[config.mk]
export PLATFORM = sky130hd
export DESIGN_NAME = sprite_compositor
export DESIGN_NICKNAME = d
export VERILOG_FILES = /design/src/rtl/spc_pkg.sv /design/src/rtl/spc_decode.sv /design/src/rtl/spc_order.sv /design/src/rtl/spc_blend.sv /design/src/rtl/sprite_compositor.sv
export SDC_FILE = /design/constraint.sdc
export NUM_CORES = 2
export LEC_CHECK = 0
export ABC_AREA = 0
export CORE_MARGIN = 2
export CORE_UTILIZATION = 45
export CTS_CLUSTER_SIZE = 24
export DETAILED_ROUTE_END_ITERATION = 8
export MAX_ROUTING_LAYER = met4
export PLACE_DENSITY = 0.75
export SETUP_SLACK_MARGIN = 0.5
export SYNTH_ARGS = -nofsm -noshare
export SYNTH_HDL_FRONTEND = slang
export SYNTH_SLANG_ARGS = --single-unit
[constraint.sdc]
create_clock -name clk -period 45 [get_ports clk]
set_clock_uncertainty 0.1 [all_clocks]
set_input_delay 9 -clock clk [delete_from_list [all_inputs] [get_ports clk]]
set_output_delay 9 -clock clk [all_outputs]
set_load 0.02 [all_outputs]
[src/rtl/spc_pkg.sv]
package spc_pkg;

    typedef enum logic [1:0] {
        FMT_RGB565   = 2'd0,
        FMT_ARGB1555 = 2'd1,
        FMT_ARGB4444 = 2'd2,
        FMT_ALIAS565 = 2'd3
    } pix_fmt_e;

    typedef struct packed {
        logic [4:0] r;
        logic [5:0] g;
        logic [4:0] b;
    } rgb565_t;

    typedef struct packed {
        rgb565_t    c;
        logic [3:0] w;
    } layer_t;

    localparam logic [3:0] W_FULL = 4'd15;

    // weighted mix of one channel, up to 6 bits wide
    function automatic logic [5:0] mix_ch(input logic [5:0] f,
                                          input logic [5:0] b,
                                          input logic [3:0] w);
        logic [9:0] acc;
        acc = 10'(w) * 10'(f) + 10'(W_FULL - w) * 10'(b) + 10'd7;
        return 6'(acc / 10'd15);
    endfunction

endpackage

[src/rtl/spc_decode.sv]
module spc_decode
    import spc_pkg::*;
#(
    parameter bit IS_BASE = 1'b0
) (
    input  logic [15:0] pix,
    input  logic [1:0]  fmt,
    input  logic [15:0] key,
    input  logic [3:0]  alpha_lo,
    input  logic [3:0]  alpha_hi,
    input  logic        live,
    output layer_t      lay
);

    layer_t raw;

    always_comb begin
        raw = '0;
        unique case (pix_fmt_e'(fmt))
            FMT_ARGB1555: begin
                raw.c.r = pix[14:10];
                raw.c.g = {pix[9:5], pix[9]};
                raw.c.b = pix[4:0];
                raw.w   = pix[15] ? alpha_hi : alpha_lo;
            end
            FMT_ARGB4444: begin
                raw.c.r = {pix[11:8], pix[11]};
                raw.c.g = {pix[7:4], pix[7:6]};
                raw.c.b = {pix[3:0], pix[3]};
                raw.w   = pix[15:12];
            end
            FMT_RGB565, FMT_ALIAS565: begin
                raw.c = rgb565_t'(pix);
                raw.w = (pix == key) ? 4'd0 : W_FULL;
            end
        endcase
    end

    always_comb begin
        lay = raw;
        if (IS_BASE)
            lay.w = W_FULL;
        else if (!live)
            lay.w = 4'd0;
    end

endmodule

[src/rtl/spc_order.sv]
module spc_order #(
    parameter int NUM_LAYERS = 8,
    parameter int Z_W        = 3,
    localparam int IDX_W     = $clog2(NUM_LAYERS)
) (
    input  logic [NUM_LAYERS*Z_W-1:0]       zord,
    output logic [(NUM_LAYERS-1)*IDX_W-1:0] sel
);

    logic [IDX_W-1:0] pos [1:NUM_LAYERS-1];

    // position = number of upper layers lying behind this one
    always_comb begin
        for (int i = 1; i < NUM_LAYERS; i++) begin
            pos[i] = '0;
            for (int j = 1; j < NUM_LAYERS; j++) begin
                if (j != i) begin
                    if ((zord[j*Z_W +: Z_W] < zord[i*Z_W +: Z_W]) ||
                        ((zord[j*Z_W +: Z_W] == zord[i*Z_W +: Z_W]) && (j < i)))
                        pos[i] = pos[i] + 1'b1;
                end
            end
        end
    end

    always_comb begin
        sel = '0;
        for (int s = 0; s < NUM_LAYERS - 1; s++) begin
            for (int i = 1; i < NUM_LAYERS; i++) begin
                if (pos[i] == IDX_W'(s))
                    sel[s*IDX_W +: IDX_W] = IDX_W'(i);
            end
        end
    end

endmodule

[src/rtl/spc_blend.sv]
module spc_blend
    import spc_pkg::*;
(
    input  rgb565_t bg,
    input  layer_t  fg,
    output rgb565_t mix
);

    logic [5:0] r6, b6;

    always_comb begin
        r6    = mix_ch({1'b0, fg.c.r}, {1'b0, bg.r}, fg.w);
        b6    = mix_ch({1'b0, fg.c.b}, {1'b0, bg.b}, fg.w);
        mix.r = r6[4:0];
        mix.g = mix_ch(fg.c.g, bg.g, fg.w);
        mix.b = b6[4:0];
    end

endmodule

[src/rtl/sprite_compositor.sv]
module sprite_compositor
    import spc_pkg::*;
#(
    parameter int NUM_LAYERS = 8,
    parameter int Z_W        = 3
) (
    input  logic                      clk,
    input  logic                      rst_n,
    input  logic                      in_valid,
    input  logic [NUM_LAYERS*16-1:0]  in_pix,
    input  logic [NUM_LAYERS-1:0]     in_cover,
    input  logic [NUM_LAYERS*2-1:0]   cfg_fmt,
    input  logic [NUM_LAYERS*Z_W-1:0] cfg_zord,
    input  logic [NUM_LAYERS-1:0]     cfg_en,
    input  logic [NUM_LAYERS*16-1:0]  cfg_key,
    input  logic [NUM_LAYERS*4-1:0]   cfg_alpha_lo,
    input  logic [NUM_LAYERS*4-1:0]   cfg_alpha_hi,
    output logic                      out_valid,
    output logic [15:0]               out_pix
);

    localparam int IDX_W = $clog2(NUM_LAYERS);
    localparam int UPPER = NUM_LAYERS - 1;

    layer_t                   dec [NUM_LAYERS];
    logic [UPPER*IDX_W-1:0]   sel;
    layer_t                   ord_c [UPPER];

    logic                     s1_valid;
    rgb565_t                  s1_base;
    layer_t                   s1_ord [UPPER];
    rgb565_t                  mix [NUM_LAYERS];

    // stage 1: decode every layer
    for (genvar g = 0; g < NUM_LAYERS; g++) begin : g_dec
        spc_decode #(.IS_BASE(g == 0)) u_dec (
            .pix      (in_pix[g*16 +: 16]),
            .fmt      (cfg_fmt[g*2 +: 2]),
            .key      (cfg_key[g*16 +: 16]),
            .alpha_lo (cfg_alpha_lo[g*4 +: 4]),
            .alpha_hi (cfg_alpha_hi[g*4 +: 4]),
            .live     (cfg_en[g] & in_cover[g]),
            .lay      (dec[g])
        );
    end

    spc_order #(.NUM_LAYERS(NUM_LAYERS), .Z_W(Z_W)) u_order (
        .zord (cfg_zord),
        .sel  (sel)
    );

    always_comb begin
        for (int s = 0; s < UPPER; s++)
            ord_c[s] = dec[sel[s*IDX_W +: IDX_W]];
    end

    always_ff @(posedge clk) begin
        s1_base <= dec[0].c;
        for (int s = 0; s < UPPER; s++)
            s1_ord[s] <= ord_c[s];
    end

    // stage 2: back-to-front blend chain
    assign mix[0] = s1_base;
    for (genvar k = 0; k < UPPER; k++) begin : g_blend
        spc_blend u_blend (
            .bg  (mix[k]),
            .fg  (s1_ord[k]),
            .mix (mix[k+1])
        );
    end

    // pipeline control and output register
    always_ff @(posedge clk or negedge rst_n) begin
        if (!rst_n) begin
            s1_valid  <= 1'b0;
            out_valid <= 1'b0;
            out_pix   <= '0;
        end else begin
            s1_valid  <= in_valid;
            out_valid <= s1_valid;
            if (s1_valid)
                out_pix <= mix[UPPER];
        end
    end

endmodule

==> impl_metrics.yaml <==
run_status:
  outcome: "complete, but fails checks"
  violations: "capacitance limit, slew limit, setup timing"
logic_synthesis:
  avgSynthCellArea_um2: 7.39
  yosysUniqueCellTypes: 125
  yosysMostFrequentCell: "inv_1"
  yosys.area.top_type: "fa_1"
  netlist_area_um2: 66300
  synth_top_area_share_pct: 17.5
  syn_inst: 8976
  synth_ff_type: "dfxtp_1"
  seq_area_frac_synth_pct: 5.39
  yosys-top-cells-area: "fa_1 (18%), ha_1 (12%), inv_1 (5.2%), nand2_1 (5.1%), nor2_1 (4.7%)"
  synth_edf_count: 0
  yosys-top-cells-count: "inv_1 (912), nand2_1 (895), nor2_1 (837)"
  synth_warnings: 0
  ys_ff_latch: 174
  async_reset_ff_share_pct: 10.3
grt:
  grt.overflow.total: 0
  grt_pass1_vias: 69800
  grtUsageTotal_pct: 32.1
  antenna_found_initial: 24
  grt_pass1_wl_mm: 377
  grt_max_degree: 83
timing:
  finalCriticalPeriod_ns: 45.66
  hold_violations: 0
  worst_slack_ns: -0.665
  slew_viol_final: 2
  fin_crit_sh_pct: 101
  whs_ns: 0.416
  max-slew-margin-rel_pct: -12.7
  rsz0062_at_grt: "true"
  timing_worst_slew_pin_value_ns: 1.68
  setup_violations: 2
  fmax_ghz: 0.0219
clocking:
  clockBufferDepth: 2
  clock_tree.root_cell: "clkbuf_16"
  clk_latency_ns: 0.54
  ctsHoldBuffers: 0
  clock-sinks: 174
  numCtsBuffers: 17
  clk_pin_slew_worst_paths_ns: 0.09
  cts_tree: "built"
  htreeDepth: 4
finish:
  fill_cells: 13100
  area_delta_synth_final_pct: 26.2
  finalNetCount: 11600
  drive_gt1_share_pct: 20.2
critical_path:
  slowest_stage: "fa_1"
  critPathMaxStageDelay_ns: 0.57
  path_max_fanout: 7
  cpMostUsedCell: "fa_1"
  reg2reg_to: "out_pix[5]"
  r2r_setup_slack_ns: -0.66
  end_kind: "flop"
  r2r_start: "s1_ord[0][2]"
  required_ns: 45.37
  path_class: "flop to flop"
  worst-path-buf-inv: 32
  worstRegToRegCells: 204
  arrival_ns: 46.04
  crit_family: "adder cells"
  worst_setup_path_start_kind: "flop"
hold_path:
  worstHoldStart: "out_pix[5]"
  hold-path-cell-count: 2
  hp-class: "flop to flop"
  whs_endpoint: "out_pix[5]"
job:
  drv_cap: 1
floorplanning:
  core_um2: 146000
  dieArea_um2: 150000
  io_pins: 396
  die_w_um: 388
  num_rows: 140
  start_util_pct: 45.5
  die_y_um: 388
drt:
  wl_per_cell_um: 20.3
  drc_errors: 0
  dr_total_vias: 71800
  first_pass_iters: 7
  via_per_inst: 5.99
  routed_wl_mm: 243
  ant_nets: 0
  drt_iter0_drc: 5962
place:
  placement.io_buffers: 366
  hpwlAfterDp_mm: 192
  finalWeightedCongestion: 1.03
## routing by layer
metal	vias to the layer above	GRT usage (%)	wire length, um
met5	-	-	0
met2	2892	51.0	111000
met3	668	5.27	18900
met4	0	18.7	15900
met1	34500	38.3	96500
li1	33700	-	-
## final cells by class
cell class | count | area, um2 | share of cell area [%]
Multi-Input combinational cell | 7466 | 61600 | 73.6
Timing Repair Buffer | 1466 | 12000 | 14.4
Sequential cell | 174 | 3590 | 4.29
Inverter | 912 | 3430 | 4.10
Tap cell | 1917 | 2400 | 2.87
Clock buffer | 17 | 425 | 0.508
Clock inverter | 15 | 194 | 0.232
Antenna cell | 22 | 55.1 | 0.0658
## timing repair
item,CTS,global route
buffers inserted,69,85
setup endpoints to repair,10,16
gates resized for setup,208,437
pin swaps,170,179
gates cloned,1,0
## worst register-to-register path, delay by kind of cell (launching register included)
family	cells	cell delay, ns
multiplexers	8	2.09
flip-flops	1	0.37
adder cells (fa/ha/maj)	51	19.30
AND/OR/NAND/NOR	42	7.20
buffers and inverters	32	2.98
AO/OA/AOI/OAI	64	12.29
XOR/XNOR	7	1.30
## cell families (layout without fill, tap and decap cells)
logic type                 after synthesis  after routing  share of synthesized area, %
AOI/OAI and AO/OA                     2599           2599                          26.4
DFF                                    174            174                          5.39
buffers and inverters                 1337           2410                          7.64
xor gates and xnor gates               441            441                          6.28
muxes                                  175            175                          2.82
other                                    2             25                        0.0113
and+or+nand+nor                       3021           3021                          21.8
adders and majority gates             1227           1227                          29.6
## cells in the final DEF, fill, tap and decap left out, types with 109 or more instances in the layout
cell	n
nand2b_1	122
nor2_1	803
clkdlybuf4s50_1	366
a21oi_1	500
a22oi_1	123
xnor2_1	189
o21ai_0	464
nand2_1	884
buf_4	1077
nor2b_1	109
inv_1	889
dfxtp_1	148
fa_1	564
o211ai_1	279
nand3_1	139
and2_1	272
a211oi_1	154
xor2_1	184
ha_1	557
or2_2	138
## through the flow
step / area, um2 / instances / worst slack, ns / setup TNS (ns) / utilization, %
after floorplan: 67200 / 8977 / 0.323 / 0 / -
after global placement: 78800 / 11800 / -0.926 / -1.84 / 54.0
after detailed placement: 78800 / 11800 / -1.80 / -4.46 / 54.0
after CTS: 81000 / 11900 / -0.553 / -1.01 / 55.5
after global routing: 83700 / 12000 / -2.60 / -7.67 / 57.3
final: 83700 / 12000 / -0.665 / -1.31 / 57.4
## state kept, by name, summed over array words and instances, names as in the netlist
signal and flops:
mix 16, s1_valid 1, out_pix 16, s1_ord 140, out_valid 1
## worst max-delay path by stage
| stage | startpoint | endpoint | slack (ns) | cells after the start |
|---|---|---|---|---|
| final | s1_ord[0][2] | out_pix[5] | -0.66 | 204 |
| after global routing | s1_ord[0][2] | out_pix[5] | -2.60 | 205 |
| after CTS | s1_ord[0][2] | out_pix[5] | -0.55 | 191 |
| after detailed placement | s1_ord[0][1] | out_pix[5] | -1.80 | 200 |
| after global placement | s1_ord[0][1] | out_pix[5] | -0.93 | 200 |
| after floorplan | s1_ord[0][0] | out_pix[5] | 0.32 | 199 |
Power is left out: the tool's default activity adds up to more than one toggle a clock period on the data nets, which glitch-free logic cannot reach.
